===== config.mk =====
export PLATFORM = sky130hd
export DESIGN_NAME = i2c_cfg_target
export DESIGN_NICKNAME = d
export VERILOG_FILES = /design/src/rtl/i2c_cfg_pkg.sv /design/src/rtl/i2c_line_sync.sv /design/src/rtl/i2c_cfg_fsm.sv /design/src/rtl/i2c_reg_bank.sv /design/src/rtl/i2c_cfg_target.sv
export SDC_FILE = /design/constraint.sdc
export NUM_CORES = 1
export LEC_CHECK = 0
export BUFFER_PORTS_ARGS = -buffer_cell sky130_fd_sc_hd__buf_2
export CAP_MARGIN = 10
export CORE_MARGIN = 2
export CORE_UTILIZATION = 47
export DETAILED_ROUTE_END_ITERATION = 12
export GPL_TIMING_DRIVEN = 1
export PLACE_DENSITY = 0.74
export REMOVE_ABC_BUFFERS = 1
export SYNTH_ARGS = -nofsm -noshare
export SYNTH_HDL_FRONTEND = slang
export SYNTH_SLANG_ARGS = --single-unit

===== constraint.sdc =====
create_clock -name clk -period 2.1 [get_ports clk]
set_input_delay 0.315 -clock clk [delete_from_list [all_inputs] [get_ports clk]]
set_output_delay 0.315 -clock clk [all_outputs]
set_load 0.01 [all_outputs]

===== src/rtl/i2c_cfg_pkg.sv =====
package i2c_cfg_pkg;

  typedef enum logic [2:0] {
    ST_IDLE, ST_ADDR, ST_REG, ST_DATA, ST_ACK, ST_TX, ST_MACK, ST_IGNORE
  } i2c_st_e;

  typedef enum logic [1:0] {
    AK_ADDR_W, AK_ADDR_R, AK_REG, AK_DATA
  } ack_kind_e;

  function automatic logic addr_hit(input logic [7:0] b, input logic [6:0] dev);
    return b[7:1] == dev;
  endfunction

  function automatic logic ptr_valid(input logic [7:0] p, input int unsigned n);
    return {24'd0, p} < n;
  endfunction

endpackage


===== src/rtl/i2c_line_sync.sv =====
module i2c_line_sync #(
  parameter int STAGES = 2
) (
  input  logic clk,
  input  logic rst_n,
  input  logic scl_i,
  input  logic sda_i,
  output logic scl_s,
  output logic sda_s,
  output logic scl_rise,
  output logic scl_fall,
  output logic start_ev,
  output logic stop_ev
);
  logic [STAGES-1:0] scl_pipe, sda_pipe;
  logic scl_d, sda_d;

  always_ff @(posedge clk) begin
    if (!rst_n) begin
      scl_pipe <= '1;
      sda_pipe <= '1;
      scl_d    <= 1'b1;
      sda_d    <= 1'b1;
    end else begin
      scl_pipe <= {scl_pipe[STAGES-2:0], scl_i};
      sda_pipe <= {sda_pipe[STAGES-2:0], sda_i};
      scl_d    <= scl_pipe[STAGES-1];
      sda_d    <= sda_pipe[STAGES-1];
    end
  end

  assign scl_s    = scl_pipe[STAGES-1];
  assign sda_s    = sda_pipe[STAGES-1];
  assign scl_rise = scl_s & ~scl_d;
  assign scl_fall = ~scl_s & scl_d;
  // SDA edges only count while SCL stays high across both samples
  assign start_ev = scl_s & scl_d & sda_d & ~sda_s;
  assign stop_ev  = scl_s & scl_d & ~sda_d & sda_s;

endmodule


===== src/rtl/i2c_cfg_fsm.sv =====
module i2c_cfg_fsm
  import i2c_cfg_pkg::*;
#(
  parameter logic [6:0] DEV_ADDR = 7'h38,
  parameter int NUM_REGS = 8
) (
  input  logic       clk,
  input  logic       rst_n,
  input  logic       sda_s,
  input  logic       scl_rise,
  input  logic       scl_fall,
  input  logic       start_ev,
  input  logic       stop_ev,
  input  logic [7:0] rd_data,
  output logic       sda_oe,
  output logic       wr_en,
  output logic [7:0] wr_data,
  output logic [7:0] ptr
);
  i2c_st_e   state_q;
  ack_kind_e kind_q;
  logic [3:0] bit_cnt_q;
  logic [7:0] shreg_q;
  logic [7:0] ptr_q;
  logic       oe_q;
  logic       m_ack_q;
  logic       byte_done;

  assign byte_done = scl_fall && (bit_cnt_q == 4'd8);

  always_ff @(posedge clk) begin
    if (!rst_n) begin
      state_q   <= ST_IDLE;
      kind_q    <= AK_ADDR_W;
      bit_cnt_q <= '0;
      shreg_q   <= '0;
      ptr_q     <= '0;
      oe_q      <= 1'b0;
      m_ack_q   <= 1'b0;
    end else if (start_ev) begin
      state_q   <= ST_ADDR;
      bit_cnt_q <= '0;
      oe_q      <= 1'b0;
    end else if (stop_ev) begin
      state_q   <= ST_IDLE;
      bit_cnt_q <= '0;
      oe_q      <= 1'b0;
    end else begin
      unique case (state_q)
        ST_ADDR, ST_REG, ST_DATA: begin
          if (scl_rise && bit_cnt_q != 4'd8) begin
            shreg_q   <= {shreg_q[6:0], sda_s};
            bit_cnt_q <= bit_cnt_q + 4'd1;
          end else if (byte_done) begin
            if (state_q == ST_ADDR) begin
              if (addr_hit(shreg_q, DEV_ADDR)) begin
                oe_q    <= 1'b1;
                state_q <= ST_ACK;
                kind_q  <= shreg_q[0] ? AK_ADDR_R : AK_ADDR_W;
              end else begin
                state_q <= ST_IGNORE;
              end
            end else begin
              oe_q    <= 1'b1;
              state_q <= ST_ACK;
              if (state_q == ST_REG) begin
                ptr_q  <= shreg_q;
                kind_q <= AK_REG;
              end else begin
                kind_q <= AK_DATA;
              end
            end
          end
        end
        ST_ACK: begin
          if (scl_fall) begin
            bit_cnt_q <= '0;
            unique case (kind_q)
              AK_ADDR_W: begin state_q <= ST_REG;  oe_q <= 1'b0; end
              AK_REG:    begin state_q <= ST_DATA; oe_q <= 1'b0; end
              AK_DATA:   begin state_q <= ST_DATA; oe_q <= 1'b0; end
              AK_ADDR_R: begin
                state_q <= ST_TX;
                shreg_q <= {rd_data[6:0], 1'b0};
                oe_q    <= ~rd_data[7];
              end
              default: state_q <= ST_IGNORE;
            endcase
          end
        end
        ST_TX: begin
          if (scl_rise) begin
            bit_cnt_q <= bit_cnt_q + 4'd1;
          end else if (scl_fall) begin
            if (bit_cnt_q == 4'd8) begin
              oe_q    <= 1'b0;
              state_q <= ST_MACK;
            end else begin
              oe_q    <= ~shreg_q[7];
              shreg_q <= {shreg_q[6:0], 1'b0};
            end
          end
        end
        ST_MACK: begin
          if (scl_rise) begin
            m_ack_q <= ~sda_s;
          end else if (scl_fall) begin
            if (m_ack_q) begin
              state_q   <= ST_TX;
              bit_cnt_q <= '0;
              shreg_q   <= {rd_data[6:0], 1'b0};
              oe_q      <= ~rd_data[7];
            end else begin
              state_q <= ST_IGNORE;
            end
          end
        end
        default: ;
      endcase
    end
  end

  // commit on the SCL rise inside the data byte's acknowledge
  assign wr_en   = (state_q == ST_ACK) && (kind_q == AK_DATA) && scl_rise &&
                   ptr_valid(ptr_q, NUM_REGS) && !start_ev && !stop_ev;
  assign wr_data = shreg_q;
  assign ptr     = ptr_q;
  assign sda_oe  = oe_q;


  start_rearm_chk: assert property (@(posedge clk) disable iff (!rst_n)
    start_ev |=> (state_q == ST_ADDR) && (bit_cnt_q == 4'd0) && !oe_q);


  stop_idle_chk: assert property (@(posedge clk) disable iff (!rst_n)
    stop_ev |=> (state_q == ST_IDLE) && !oe_q);


  ignore_quiet_chk: assert property (@(posedge clk) disable iff (!rst_n)
    (state_q == ST_IGNORE) |-> !oe_q && !wr_en);

endmodule


===== src/rtl/i2c_reg_bank.sv =====
module i2c_reg_bank
  import i2c_cfg_pkg::*;
#(
  parameter int NUM_REGS = 8,
  localparam int IDX_W = (NUM_REGS > 1) ? $clog2(NUM_REGS) : 1
) (
  input  logic                  clk,
  input  logic                  rst_n,
  input  logic                  wr_en,
  input  logic [7:0]            wr_ptr,
  input  logic [7:0]            wr_data,
  input  logic [7:0]            rd_ptr,
  output logic [7:0]            rd_data,
  output logic [NUM_REGS*8-1:0] regs_flat,
  output logic                  upd_stb,
  output logic [IDX_W-1:0]      upd_idx
);
  for (genvar g = 0; g < NUM_REGS; g++) begin : g_reg
    logic [7:0] q;
    always_ff @(posedge clk) begin
      if (!rst_n) q <= '0;
      else if (wr_en && wr_ptr == 8'(g)) q <= wr_data;
    end
    assign regs_flat[g*8 +: 8] = q;
  end

  always_comb begin
    rd_data = '0;
    for (int k = 0; k < NUM_REGS; k++)
      if (rd_ptr == 8'(k)) rd_data = regs_flat[k*8 +: 8];
  end

  always_ff @(posedge clk) begin
    if (!rst_n) begin
      upd_stb <= 1'b0;
      upd_idx <= '0;
    end else begin
      upd_stb <= wr_en;
      if (wr_en) upd_idx <= wr_ptr[IDX_W-1:0];
    end
  end


  wr_in_range_chk: assert property (@(posedge clk) disable iff (!rst_n)
    wr_en |-> ptr_valid(wr_ptr, NUM_REGS));


  stb_single_cycle_chk: assert property (@(posedge clk) disable iff (!rst_n)
    upd_stb |=> !upd_stb);

endmodule


===== src/rtl/i2c_cfg_target.sv =====
module i2c_cfg_target #(
  parameter logic [6:0] DEV_ADDR = 7'h38,
  parameter int NUM_REGS = 8,
  parameter int SYNC_STAGES = 2,
  localparam int IDX_W = (NUM_REGS > 1) ? $clog2(NUM_REGS) : 1
) (
  input  logic                  clk,
  input  logic                  rst_n,
  input  logic                  scl_i,
  input  logic                  sda_i,
  output logic                  sda_oe,
  output logic [NUM_REGS*8-1:0] cfg_regs,
  output logic                  upd_stb,
  output logic [IDX_W-1:0]      upd_idx
);
  logic scl_s_w, sda_s_w, scl_rise_w, scl_fall_w, start_w, stop_w;
  logic wr_en_w;
  logic [7:0] wr_data_w, ptr_w, rd_data_w;

  i2c_line_sync #(.STAGES(SYNC_STAGES)) u_sync (
    .clk(clk), .rst_n(rst_n), .scl_i(scl_i), .sda_i(sda_i),
    .scl_s(scl_s_w), .sda_s(sda_s_w), .scl_rise(scl_rise_w),
    .scl_fall(scl_fall_w), .start_ev(start_w), .stop_ev(stop_w)
  );

  i2c_cfg_fsm #(.DEV_ADDR(DEV_ADDR), .NUM_REGS(NUM_REGS)) u_fsm (
    .clk(clk), .rst_n(rst_n), .sda_s(sda_s_w), .scl_rise(scl_rise_w),
    .scl_fall(scl_fall_w), .start_ev(start_w), .stop_ev(stop_w),
    .rd_data(rd_data_w), .sda_oe(sda_oe), .wr_en(wr_en_w),
    .wr_data(wr_data_w), .ptr(ptr_w)
  );

  i2c_reg_bank #(.NUM_REGS(NUM_REGS)) u_bank (
    .clk(clk), .rst_n(rst_n), .wr_en(wr_en_w), .wr_ptr(ptr_w),
    .wr_data(wr_data_w), .rd_ptr(ptr_w), .rd_data(rd_data_w),
    .regs_flat(cfg_regs), .upd_stb(upd_stb), .upd_idx(upd_idx)
  );


  stb_after_rise_chk: assert property (@(posedge clk) disable iff (!rst_n)
    upd_stb |-> $past(scl_rise_w));


  oe_scl_low_chk: assert property (@(posedge clk) disable iff (!rst_n)
    $past(scl_s_w) |-> $stable(sda_oe));

endmodule


After elaboration in Yosys (flattened, before gate mapping)
Cells that the tools add are included.
{"block": "totals", "in_bits": 4, "reg_bits": 101, "wordCells": 174, "output_inout_bits": 69}
{"block": "classes", "muxes": 57, "addsub": 1, "bitwise_logic": 18, "eq_ne": 42, "reduce_logical": 33, "magnitude_cmp": 1}
{"cell": "$mux 8", "n": 17}
{"cell": "$eq 8x3->1 const B", "n": 4}
{"cell": "$pmux 8 s4", "n": 1}
{"cell": "$mux 3", "n": 8}
{"cell": "$mux 4", "n": 6}
{"cell": "$ne 4x1->1 const B", "n": 5}
{"cell": "$reduce_and 9->1", "n": 2}
{"cell": "$eq 8x2->1 const B", "n": 2}
{"cell": "$ne 2x1->1 const B", "n": 8}
{"cell": "$pmux 4 s4", "n": 1}
{"cell": "$logic_and 1x1->1", "n": 15}
{"cell": "$mux 1", "n": 15}
{"cell": "$reduce_and 7->1", "n": 2}
{"cell": "$ne 2x2->1 const B", "n": 6}
{"cell": "$ne 4x4->1 const B", "n": 3}
{"cell": "$pmux 3 s4", "n": 1}
{"cell": "$reduce_and 12->1", "n": 1}
{"cell": "$not 1->1", "n": 11}
{"cell": "$mux 2", "n": 5}
{"cell": "$reduce_and 10->1", "n": 1}
{"cell": "$eq 3x3->1 const B", "n": 3}
{"cell": "$pmux 3 s3", "n": 1}
{"cell": "$reduce_or 3->1", "n": 3}
{"cell": "$eq 8x1->1 const B", "n": 1}
{"cell": "other kinds (21)", "n": 30}

Logic depth before layout (Yosys ltp)
Gate-level depths: netlist of the first run.
{"block": "logic_depth", "depth_word": 14, "ltp_mapped": 9, "depth_no_buf": 7}

Hierarchy
A second synthesis of the first run with hierarchy kept.
{"block": "hier_totals", "hier_cells": 521, "area_unflattened_um2": 5180.0}
{"mod": "i2c_reg_bank", "cells_per_inst": 332, "area_each_um2": 3439.5, "seq_area_each_um2": 1361.3, "n_inst": 1}
{"mod": "i2c_cfg_fsm", "cells_per_inst": 173, "area_each_um2": 1550.2, "seq_area_each_um2": 540.5, "n_inst": 1}
{"mod": "i2c_line_sync", "cells_per_inst": 16, "area_each_um2": 190.2, "seq_area_each_um2": 120.1, "n_inst": 1}

Worst setup path before layout of the first run
No wires, ideal clock.
{"block": "synth_timing", "path_type": "flip-flop to flip-flop", "start": "register u_fsm.ptr_q[3] (netlist: u_fsm.ptr[3])", "end": "register u_bank.g_reg[4].q[0]", "required_time_ns": 1.972, "setup_slack_ns": 0.030, "setup_time_ns": 0.128, "arrival_ns": 1.943, "stages_incl_launch_ff": 9, "period_less_slack_ns": 2.070, "n_path_buf": 3, "path_cell_list": "dfxtp_1 or4_1 buf_2 nor4_4 buf_6 nand3b_1 buf_4 mux2i_1 nor2_1"}
{"block": "synth_via", "elab_chain_cells": 5, "word_cells_on_any_way": 6, "classes_between": "order compare: 1; eq/ne: 1; reduce/logical: 4"}
{"element": "from (decl)", "line_no": "i2c_cfg_fsm.sv:24", "source": "logic [7:0] ptr_q;"}
{"element": "from (signal assigned)", "line_no": "i2c_cfg_fsm.sv:67", "source": "ptr_q <= shreg_q;"}
{"element": "$lt 8x4->1", "line_no": "i2c_cfg_pkg.sv:16", "source": "return {24'd0, p} < n;"}
{"element": "$logic_and 1x1->1", "line_no": "i2c_cfg_fsm.sv:124", "source": "assign wr_en = (state_q == ST_ACK) && (kind_q == AK_DATA) && scl_rise &&"}
{"element": "$logic_and 1x1->1 (2 in a row)", "line_no": "i2c_cfg_fsm.sv:125", "source": "ptr_valid(ptr_q, NUM_REGS) && !start_ev && !stop_ev;"}
{"element": "$logic_and 1x1->1 *", "line_no": "i2c_reg_bank.sv:22", "source": "else if (wr_en && wr_ptr == 8'(g)) q <= wr_data;"}
{"element": "to (signal assigned)", "line_no": "i2c_reg_bank.sv:22"}
{"element": "to (decl)", "line_no": "i2c_reg_bank.sv:19", "source": "logic [7:0] q;"}
Mark *: on every way between the ends. The rest lies on a longest branch, timed or not.
A chain may end at the register's enable or synchronous reset.

Worst setup path after layout of the first run
{"block": "layout_timing", "start": "register u_fsm.ptr_q[3] (netlist: u_fsm.ptr[3])", "end": "register u_bank.g_reg[1].q[0]"}
{"block": "layout_via", "elab_chain_cells": 5, "word_cells_on_any_way": 6, "classes_between": "order compare: 1; eq/ne: 1; reduce/logical: 4"}
{"element": "$lt 8x4->1", "line_no": "i2c_cfg_pkg.sv:16"}
{"element": "$logic_and 1x1->1", "line_no": "i2c_cfg_fsm.sv:124"}
{"element": "$logic_and 1x1->1 (2 in a row)", "line_no": "i2c_cfg_fsm.sv:125"}
{"element": "$logic_and 1x1->1 *", "line_no": "i2c_reg_bank.sv:22"}
{"element": "to (signal assigned)", "line_no": "i2c_reg_bank.sv:22"}
{"element": "to (decl)", "line_no": "i2c_reg_bank.sv:19"}
Marks and branches as above.

==> results of run 1 <==
[path summary, 6_finish.rpt]
| check | endpoint | slack, ps | start | depth (start not counted) |
|---|---|---|---|---|
| setup reg to reg | u_bank.g_reg[1].q[0] | 90 | u_fsm.ptr[3] | 8 |
| setup / recovery | u_bank.g_reg[1].q[0] | 90 | u_fsm.ptr[3] | 8 |
| hold / removal | u_sync.scl_pipe[0] | 130 | scl_i | 2 |
| hold reg to reg | u_sync.scl_pipe[1] | 410 | u_sync.scl_pipe[0] | 1 |
[through the flow]
step / util / std cells
6_report: 0.580 / 755
5_1_grt: 0.580 / 755
4_1_cts: 0.576 / 755
3_5_place_dp: 0.555 / 739
3_3_place_gp: 0.555 / 739
2_1_floorplan: - / 488
[flip-flops by register name, indices dropped and copies added, names as in the netlist]
signal,count
u_sync.sda_pipe,2
u_bank.g.q,64
u_bank.upd_stb,1
u_fsm.sda_oe,1
u_fsm.m_ack_q,1
u_fsm.state_q,3
u_bank.upd_idx,3
u_fsm.wr_data,8
u_sync.scl_pipe,2
u_fsm.kind_q,2
u_sync.scl_d,1
u_fsm.bit_cnt_q,4
u_fsm.ptr,8
u_sync.sda_d,1
[repair_timing]
| action | CTS | global route |
|---|---|---|
| pin swaps | 0 | 1 |
| resized for setup | 3 | 7 |
| endpoints found under the hold margin | 0 | 0 |
| endpoints found under the setup margin | 42 | 33 |
[final cells by class]
type / instances / area [um^2] / area share
Multi-Input combinational cell: 379 / 2540 / 0.446
Sequential cell: 101 / 2020 / 0.356
Timing Repair Buffer: 118 / 738 / 0.130
Tap cell: 133 / 166 / 0.0292
Clock buffer: 10 / 128 / 0.0224
Clock inverter: 6 / 68.8 / 0.0121
Inverter: 8 / 30.0 / 0.00528
[per-layer routing]
metal	track usage	part of all wire
met1	0.292	0.42
met2	0.401	0.50
met3	0.0393	0.057
met4	0.0829	0.020
met5	0	0
[where the power goes]
group          switching, W  total (W)  internal (W)  leakage, nW
Clock              0.000700    0.00126      0.000561       0.0973
Combinational     0.0000738   0.000113     0.0000390         1.60
Sequential        0.0000100    0.00193       0.00192        0.815
[logic make-up after synthesis]
group / count (synthesis) / share of synthesized area
and+or+nand+nor: 216 / 0.218
DFF: 101 / 0.424
AOI/OAI and AO/OA: 85 / 0.112
muxes: 75 / 0.187
buffers and inverters: 54 / 0.0504
adders and majority gates: 2 / 0.00525
xor gates and xnor gates: 1 / 0.00184
[cells in the mapped netlist, types with 2 or more instances]
cell	number	area, um^2
nand4b_1	2	17.5
o211ai_1	2	15.0
and2_1	3	18.8
a21oi_1	39	195
o22ai_1	4	25.0
or2_2	2	12.5
inv_1	8	30.0
mux2i_1	61	611
o21ai_0	11	55.1
nor4b_1	2	17.5
or4_1	2	15.0
a22oi_1	2	15.0
a311oi_1	5	43.8
nand2b_1	12	75.1
mux4_2	11	248
or3_1	3	18.8
and3b_1	2	17.5
a222oi_1	3	30.0
nor2b_1	5	31.3
dfxtp_1	101	2020
buf_1	2	7.51
clkbuf_1	32	120
mux2_2	3	33.8
a211oi_1	4	30.0
nand2_1	64	240
ha_1	2	25.0
and3_1	4	25.0
nor2_1	81	304
buf_6	2	22.5
buf_4	4	30.0
nand3b_1	6	45.0
nor4_2	2	25.0
buf_2	6	30.0
a21boi_0	2	15.0
nand3_1	12	60.1
a31oi_1	2	12.5
nor3_1	4	20.0
nand4_1	3	18.8
==> results by group, run 1 <==
Placed design
  – DP HPWL: 9.09 mm
  – Number of port buffers: 72
  – Post-placement worst setup slack: -84.4 ps
  – Placed inst area: 5450 um^2
  – Final Wtd Congestion: 0.915

STA
  – Final Hold Fails: 0
  – Setup violations, final: 0
  – Crit share post-route: 0.955
  – Fin. max-slew vios: 0
  – RSZ-0062 raised after global routing: no
  – Setup TNS Final: 0 ps
  – Worst-Margin Slew: 532 ps
  – Fmax: 0.499 GHz
  – Worst Skew: 13.4 ps
  – Final setup margin: 94.7 ps
  – Min Tclk post-route: 2010 ps
  – Relative slew slack: 0.645
  – Hold slack: 127 ps

Global route
  – Vias in the first global route: 4066
  – GR Util All Layers: 0.232
  – Number of antenna violations at the first check in global routing: 0
  – Gr ovfl total: 0
  – First-pass GRT wire length: 20.5 mm
  – Largest net degree at the start of global routing: 48

Detailed routing
  – Length of the first detailed-routing pass in iterations: 5
  – WL/cell: 17.0 um
  – DR iter-0 viols: 352
  – Vias per inst: 5.60
  – Via Count: 4228
  – # DRC: 0
  – Post-Route WL: 12.8 mm
  – Antenna Violating Nets Remaining: 0

Floorplan
  – Starting Density: 0.485
  – Die Y: 105 um
  – Io pins: 73
  – Cell row count: 36
  – Die area: 11000 um^2
  – Core ar.: 9820 um^2
  – Chip width: 105 um

Clock network
  – Clock buffer depth: 2
  – CTS buffer count: 9
  – Reg clk slew, reported paths: 90 ps
  – Clock latency on the worst-skew pair: 370 ps
  – Sink Count: 101
  – Setup repair bufs after CTS: 0
  – Hold Buf Count CTS: 0
  – Total number of H-tree levels: 3
  – CTS tree: yes
  – Root buf cell: clkbuf_8

Synth
  – Syn Inst Count: 534
  – Seq/Total Area, Yosys: 0.424
  – Number of flops mapped to enable cells by yosys: 0
  – Synthesized cell area: 4760 um^2
  – Avg Cell Area, Syn: 8.92 um^2
  – Synth warn: 0
  – Synth unique cells: 57
  – Main synth FF type: dfxtp_1
  – Synth Register Bits: 101
  – Asr flop ratio synth: 0

Critical path
  – Crit Path Category: reg -> reg
  – Critical path's slowest cell: or4_4
  – WP data required: 2350 ps
  – Crit path DAT: 2260 ps
  – Largest delay contributor family on the critical path: simple AND/OR/NAND/NOR gates
  – Crit end category: register
  – Critical path's largest stage delay: 560 ps
  – WP buf/inv: 3
  – Crit-path max FO: 8
  – Cell mode on critical path: buf_4
  – Critical path startpoint category: register
  – Worst-path cell chain: or4_4 -> buf_4 -> nor3_2 -> buf_4 -> nand4b_1 -> buf_6 -> mux2i_1 -> nor2_1

Final layout
  – Design area: 5690 um^2
  – Share of cells above drive strength 1: 0.264
  – Most frequent cells in the layout: dfxtp_1 (100), nor2_1 (81), buf_2 (72)
  – Layout area overhead: 19.5%
  – Fillcell total: 891
  – Final #Nets: 623
  – Most common cell after layout, fill and taps aside: dfxtp_1
  – Ant diodes: 0

Power and ir drop
  – Peak supply drop: 352 uV
  – Overall Power: 0.00331 W
  – PwrDens: 581 nW/um^2
  – Pleak: 2.51 nW

Run status
  – Status: finished clean

Run
  – Number of max-cap violations: 0

Hold path
  – Min-Delay Path Class: in -> reg
Power figures use the tool's default switching activity.
==> run 2: changes to the inputs <==
--- a/config.mk
+++ b/config.mk
@@ -8,10 +8,10 @@
 export BUFFER_PORTS_ARGS = -buffer_cell sky130_fd_sc_hd__buf_2
 export CAP_MARGIN = 10
 export CORE_MARGIN = 2
-export CORE_UTILIZATION = 47
+export CORE_UTILIZATION = 51
 export DETAILED_ROUTE_END_ITERATION = 12
 export GPL_TIMING_DRIVEN = 1
-export PLACE_DENSITY = 0.74
+export PLACE_DENSITY = 0.79
 export REMOVE_ABC_BUFFERS = 1
 export SYNTH_ARGS = -nofsm -noshare
 export SYNTH_HDL_FRONTEND = slang
==> run 2 against run 1 <==
  * Sequential share of layout area up 0.33 points
  * Critical path depth shrank 1
  * Final cell count decreased by 3.2%
  * Routed wire length fell by 0.89%
  * Flip-flop and latch count unchanged
  * Setup slack got worse by 4.5 ps
  * Total power shrank 1.7%
  * Combinational power hardly changed
  * Non-clock buffer count fell by 2
  * Core utilization up 3.7 points
==> results by group, run 2 (synthesis results as in run 1) <==
Run status
  – Status: finished clean

Placed design
  – Number of port buffers: 72 (unchanged)
  – Final Wtd Congestion: 0.912 (-0.31%)
  – Placed inst area: 5390 um^2 (-1.1%)
  – DP HPWL: 8.98 mm (-1.2%)

Power and ir drop
  – Sequential share of power: 0.595 (+0.010)
  – Overall Power: 0.00325 W (-1.7%)
  – Clock share of power: 0.369 (-0.012)
  – PwrDens: 576 nW/um^2 (-0.93%)
  – Internal power: 0.00242 W (-3.9%)
  – Pleak: 2.51 nW (-0.34%)
  – Sw Share: 0.254 (+0.0171)
  – NetSw: 0.000826 W (+5.4%)
  – Peak supply drop: 433 uV (+23%)
  – Comb pwr share: 0.036 (+0.002)

Floorplan
  – Cell row count: 35 (-2.8%)
  – Io pins: 73 (unchanged)
  – Starting Density: 0.520 (+0.0353)
  – Core ar.: 9150 um^2 (-6.8%)
  – Die area: 10100 um^2 (-7.6%)
  – Chip width: 101 um (-3.9%)
  – Die Y: 101 um (-3.9%)

Clock network
  – Clock latency on the worst-skew pair: 380 ps (about the same)
  – Hold Buf Count CTS: 0 (unchanged)
  – CTS tree: yes
  – Clock buffer depth: 2 (unchanged)
  – CTS buffer count: 9 (unchanged)
  – Sink Count: 101 (unchanged)
  – Reg clk slew, reported paths: 100 ps (about the same)
  – Root buf cell: clkbuf_8
  – Total number of H-tree levels: 3 (unchanged)

Final layout
  – Design area: 5650 um^2 (-0.79%)
  – Ant diodes: 0 (unchanged)
  – Final #Nets: 621 (-0.32%)
  – Most common cell after layout, fill and taps aside: dfxtp_1
  – Share of cells above drive strength 1: 0.269 (+0.00569)
  – Largest Register: u_bank.g.q
  – Layout area overhead: 18.5%
  – Finished Core Util: 0.617 (+0.0373)
  – Most frequent cells in the layout: dfxtp_1 (98), nor2_1 (81), buf_2 (72)
  – Number of flip-flops under the largest register name: 64 (unchanged)

Detailed routing
  – # DRC: 0 (unchanged)
  – WL/cell: 17.4 um (+2.4%)
  – Via Count: 4267 (+0.92%)
  – Post-Route WL: 12.7 mm (-0.89%)
  – Length of the first detailed-routing pass in iterations: 5 (unchanged)
  – DR iter-0 viols: 312 (-11%)
  – Antenna Violating Nets Remaining: 0 (unchanged)
  – Vias per inst: 5.84 (+4.2%)

STA
  – Setup violations, final: 0 (unchanged)
  – Worst Skew: 10.5 ps (-2.92 ps)
  – Relative slew slack: 0.557 (-0.0876)
  – Min Tclk post-route: 2010 ps (+4.47 ps)
  – Crit share post-route: 0.957 (+0.00213)
  – RSZ-0062 raised after global routing: no
  – Fin. max-slew vios: 0 (unchanged)
  – Worst-Margin Slew: 663 ps (+131 ps)
  – Final Hold Fails: 0 (unchanged)
  – Fmax: 0.498 GHz (-0.22%)

Critical path
  – Setup crit end: u_bank.g_reg[6].q[4]
  – Worst reg2reg path depth: 7 (-1)
  – WP data required: 2360 ps (about the same)
  – Crit Path Category: reg -> reg
  – Critical path's slowest cell: or4_4
  – WP buf/inv: 2 (-1)
  – Worst-path cell chain: or4_4 -> buf_4 -> nor3_4 -> nand3b_1 -> buf_4 -> mux2i_1 -> nor2_1
  – R2r startpoint: u_fsm.ptr[3]
  – Cell mode on critical path: buf_4
  – Critical path startpoint category: register
  – Largest delay contributor family on the critical path: simple AND/OR/NAND/NOR gates
  – Reg-to-reg setup timing slack: 90 ps (about the same)
  – Crit end category: register
  – Crit-path max FO: 8 (unchanged)
  – FF-to-FF End: u_bank.g_reg[6].q[4]
  – Crit path DAT: 2270 ps (about the same)
  – Critical path startpoint: u_fsm.ptr[3]
  – Crit path depth: 7 (-1)
  – Critical path's largest stage delay: 560 ps (about the same)

Global route
  – Vias in the first global route: 4232 (+4.1%)
  – First-pass GRT wire length: 20.8 mm (+1.7%)
  – Number of antenna violations at the first check in global routing: 0 (unchanged)
  – Gr ovfl total: 0 (unchanged)
  – GR Util All Layers: 0.258 (+0.0262)
  – Largest net degree at the start of global routing: 36 (-25%)

Hold path
  – Min-Delay Path Class: in -> reg

Run
  – Number of max-cap violations: 0 (unchanged)
## run 2: cell count changes in the layout (fill, tap and decap cells not counted), sizes merged
cell	delta
clkinvlp	-1
inv	+3
bufinv	-1
buf	-3
## run 2: through the flow
step / setup slack [ps] / TNS [ps] / instances / hold WS [ps]
3_5_place_dp: -109 / -1290 / 713 / 405
4_1_cts: 29.9 / 0 / 730 / 110
5_1_grt: 1.02 / 0 / 731 / 121
3_3_place_gp: 11.4 / 0 / 713 / 387
6_report: 90.2 / 0 / 731 / 115
2_1_floorplan: -473 / -21290 / 488 / 386
## run 2: cell type report
cell class                      instances  area, um^2
Sequential cell                       101        2030
Timing Repair Buffer                  116         719
Tap cell                              111         139
Fill cell                             761        3510
Multi-Input combinational cell        379        2540
Clock inverter                          7        62.6
Clock buffer                            9         124
Inverter                                8        30.0
## run 2: timing repair
item                       in CTS  in global routing
pin swaps                       1                  1
setup buffers                   0                  1
setup endpoints to repair      31                 59
resized for setup               7                  7
gates cloned                    1                  0
## run 2: power groups by stage
stage	clock, W	sequential (W)	combinational [W]
floorplan	0	0.00198	0.0000602
global placement	0	0.00198	0.000108
detailed placement	0	0.00198	0.000113
CTS	0.00122	0.00193	0.000113
global route	0.00129	0.00194	0.000125
finish	0.00120	0.00193	0.000116
## run 2: layer usage
metal	vias to the layer above	GRT usage	share of wire
met5	-	0	0
met4	0	0.0948	0.020
met3	24	0.0541	0.057
met2	156	0.441	0.50
met1	2059	0.322	0.42
li1	2028	-	-
## run 2: worst min-delay path by stage
stage                                   from                  to  cells past startpoint
after floorplan           u_sync.scl_pipe[0]  u_sync.scl_pipe[1]                      1
after global placement    u_sync.scl_pipe[0]  u_sync.scl_pipe[1]                      1
after detailed placement  u_sync.scl_pipe[0]  u_sync.scl_pipe[1]                      1
after CTS                              sda_i  u_sync.sda_pipe[0]                      2
after global routing                   sda_i  u_sync.sda_pipe[0]                      2
final                                  sda_i  u_sync.sda_pipe[0]                      2
==> run 3: changes to the inputs <==
--- a/config.mk
+++ b/config.mk
@@ -5,7 +5,7 @@
 export SDC_FILE = /design/constraint.sdc
 export NUM_CORES = 1
 export LEC_CHECK = 0
-export BUFFER_PORTS_ARGS = -buffer_cell sky130_fd_sc_hd__buf_2
+export BUFFER_PORTS_ARGS = -buffer_cell sky130_fd_sc_hd__buf_4
 export CAP_MARGIN = 10
 export CORE_MARGIN = 2
 export CORE_UTILIZATION = 51
==> run 3 against run 2 <==
  * Final cell count grew 0.82%
  * Highest routed layer unchanged
  * Sequential power is essentially flat
  * Sequential share of layout area shrank 1.6 points
  * Worst hold slack gained 0.62 ps
==> results by group, run 3 (synthesis results as in run 1) <==
Run status
  – Status: finished clean

Critical path
  – Crit-path max FO: 5 (-3)
  – Crit path DAT: 2340 ps (+70 ps)
  – Critical path startpoint category: register
  – R2r startpoint: u_fsm.ptr[6]
  – Crit Path Category: reg -> reg
  – Worst reg2reg path depth: 8 (+1)
  – Crit end category: register
  – Critical path's slowest cell: or4_4
  – FF-to-FF End: u_bank.g_reg[2].q[3]
  – Critical path's largest stage delay: 560 ps (about the same)
  – Reg-to-reg setup timing slack: 30 ps (-60 ps)
  – Cell mode on critical path: buf_6
  – Worst-path cell chain: or4_4 -> buf_6 -> nor3_4 -> buf_6 -> nand4b_1 -> buf_4 -> mux2i_1 -> nor2_1
  – WP data required: 2370 ps (about the same)

Floorplan
  – Starting Density: 0.520 (unchanged)
  – Die area: 10100 um^2 (unchanged)
  – Io pins: 73 (unchanged)
  – Die Y: 101 um (unchanged)
  – Chip width: 101 um (unchanged)
  – Cell row count: 35 (unchanged)
  – Core ar.: 9150 um^2 (unchanged)

STA
  – Fin. max-slew vios: 0 (unchanged)
  – Final Hold Fails: 0 (unchanged)
  – Setup TNS Final: 0 ps (unchanged)
  – Crit share post-route: 0.985 (+0.0284)
  – Fmax: 0.483 GHz (-2.9%)
  – Relative slew slack: 0.615 (+0.0576)
  – RSZ-0062 raised after global routing: yes
  – Hold slack: 115 ps (+0.620 ps)
  – Worst-Margin Slew: 577 ps (-86.2 ps)
  – Min Tclk post-route: 2070 ps (+59.7 ps)
  – Setup violations, final: 0 (unchanged)
  – Worst Skew: 13.4 ps (+2.92 ps)

Power and ir drop
  – Overall Power: 0.00326 W (+0.20%)
  – NetSw: 0.000809 W (-2.0%)
  – Sw Share: 0.248 (-0.00566)
  – Clock share of power: 0.370 (about the same)
  – PwrDens: 552 nW/um^2 (-4.2%)
  – Internal power: 0.00245 W (+0.96%)
  – Peak supply drop: 341 uV (-21%)
  – Pleak: 2.54 nW (+1.4%)
  – Sequential share of power: 0.594 (about the same)
  – Comb pwr share: 0.036 (about the same)

Final layout
  – Design area: 5900 um^2 (+4.6%)
  – Final #Nets: 627 (+0.97%)
  – Layout area overhead: 23.9%
  – Largest Register: u_bank.g.q
  – Non-filler cells in the finished layout: 737 (+0.82%)
  – Most common cell after layout, fill and taps aside: buf_4
  – Share of cells above drive strength 1: 0.273 (+0.00381)
  – Ant diodes: 0 (unchanged)
  – Number of flip-flops under the largest register name: 64 (unchanged)
  – Most frequent cells in the layout: buf_4 (114), dfxtp_1 (98), nor2_1 (81)

Clock network
  – Reg clk slew, reported paths: 90 ps (about the same)
  – Sink Count: 101 (unchanged)
  – Root buf cell: clkbuf_8
  – Total number of H-tree levels: 3 (unchanged)
  – Clock buffer depth: 2 (unchanged)
  – CTS buffer count: 9 (unchanged)
  – CTS tree: yes
  – Clock latency on the worst-skew pair: 390 ps (about the same)

Detailed routing
  – Via Count: 4278 (+0.26%)
  – Antenna Violating Nets Remaining: 0 (unchanged)
  – Length of the first detailed-routing pass in iterations: 5 (unchanged)
  – Vias per inst: 5.80 (-0.56%)
  – DR iter-0 viols: 357 (+14%)
  – Post-Route WL: 13.0 mm (+2.2%)
  – WL/cell: 17.6 um (+1.3%)
  – # DRC: 0 (unchanged)

Global route
  – First-pass GRT wire length: 20.8 mm (about the same)
  – GR Util All Layers: 0.263 (+0.00495)
  – Grt met2 use: 0.438 (-0.00256)
  – Number of antenna violations at the first check in global routing: 0 (unchanged)
  – GRT met3 Usage: 0.0576 (+0.00347)
  – Vias in the first global route: 4126 (-2.5%)
  – Gr ovfl total: 0 (unchanged)
  – Met1 Track Usage GR: 0.337 (+0.0151)
  – Most Used Layer, Global Route: met2
  – Largest net degree at the start of global routing: 73 (+100%)

Hold path
  – Hold endpoint: u_sync.sda_pipe[0]
  – Hold Startpoint: sda_i
  – Min-Delay Path Class: in -> reg
  – Hold Path Depth: 2 (unchanged)

Run
  – Number of max-cap violations: 0 (unchanged)

Placed design
  – Dpl cells: 718 (+0.70%)
  – Final Wtd Congestion: 0.937 (+2.8%)
  – Placed inst area: 5620 um^2 (+4.3%)
  – DP HPWL: 9.01 mm (+0.32%)
  – Number of port buffers: 72 (unchanged)
run 3: changes by cell type in the layout (fill, tap and decap cells not counted), moves of 2 or more:
cell | previous run | this run
buf_4 | 40 | 114
buf_2 | 72 | 0
buf_6 | 1 | 4
buf_12 | 2 | 4
clkinv_4 | 1 | 3
inv_6 | 3 | 1
run 3: power by group through the flow:
stage	Combinational, W	Sequential, W	Clock (W)
3_3_place_gp	0.000113	0.00198	0
6_report	0.000117	0.00194	0.00120
2_1_floorplan	0.0000602	0.00198	0
4_1_cts	0.000116	0.00193	0.00122
3_5_place_dp	0.000116	0.00198	0
5_1_grt	0.000128	0.00194	0.00130
run 3: worst max path at each step:
stage          cells after the start                    to  slack, ps          from
4_1_cts                            7  u_bank.g_reg[2].q[3]          2  u_fsm.ptr[3]
2_1_floorplan                      5  u_bank.g_reg[1].q[0]       -470  u_fsm.ptr[3]
5_1_grt                            8  u_bank.g_reg[2].q[2]        -40  u_fsm.ptr[6]
6_report                           8  u_bank.g_reg[2].q[3]         30  u_fsm.ptr[6]
3_3_place_gp                       6  u_bank.g_reg[5].q[0]          8  u_fsm.ptr[3]
3_5_place_dp                       6  u_bank.g_reg[5].q[1]        -80  u_fsm.ptr[3]
run 3: critical path, delay by kind of cell (launching register included):
| family | cells | cell delay (ps) |
|---|---|---|
| simple gates | 4 | 970 |
| buf+inv | 3 | 510 |
| flops | 1 | 340 |
| mux | 1 | 150 |
run 3: area by class of cell:
| type | instances | area (um^2) |
|---|---|---|
| clock buffers | 10 | 138 |
| clock inverters | 6 | 53.8 |
| fillers | 734 | 3250 |
| inverters | 8 | 30.0 |
| multi-input cells | 379 | 2540 |
| flip-flops and latches | 101 | 2030 |
| well taps | 111 | 139 |
| repair buffers | 122 | 981 |
run 3: metrics by stage:
step	setup slack, ps	utilization
floorplan	-473	-
global placement	8.01	0.614
detailed placement	-82.5	0.614
CTS	1.73	0.641
global route	-38.2	0.645
finish	30.5	0.645
run 3: per-layer routing:
layer,part of all wire,wire (um)
met3,0.068,890
met5,0,0
met1,0.42,5450
met4,0.020,259
met2,0.49,6400
run 3: repair_timing:
item / CTS / global route
setup buffers: 2 / 1
gates cloned: 0 / 0
gates resized for setup: 6 / 8
hold buffers: 0 / 0
setup endpoints to repair: 25 / 58
pin swaps: 1 / 4
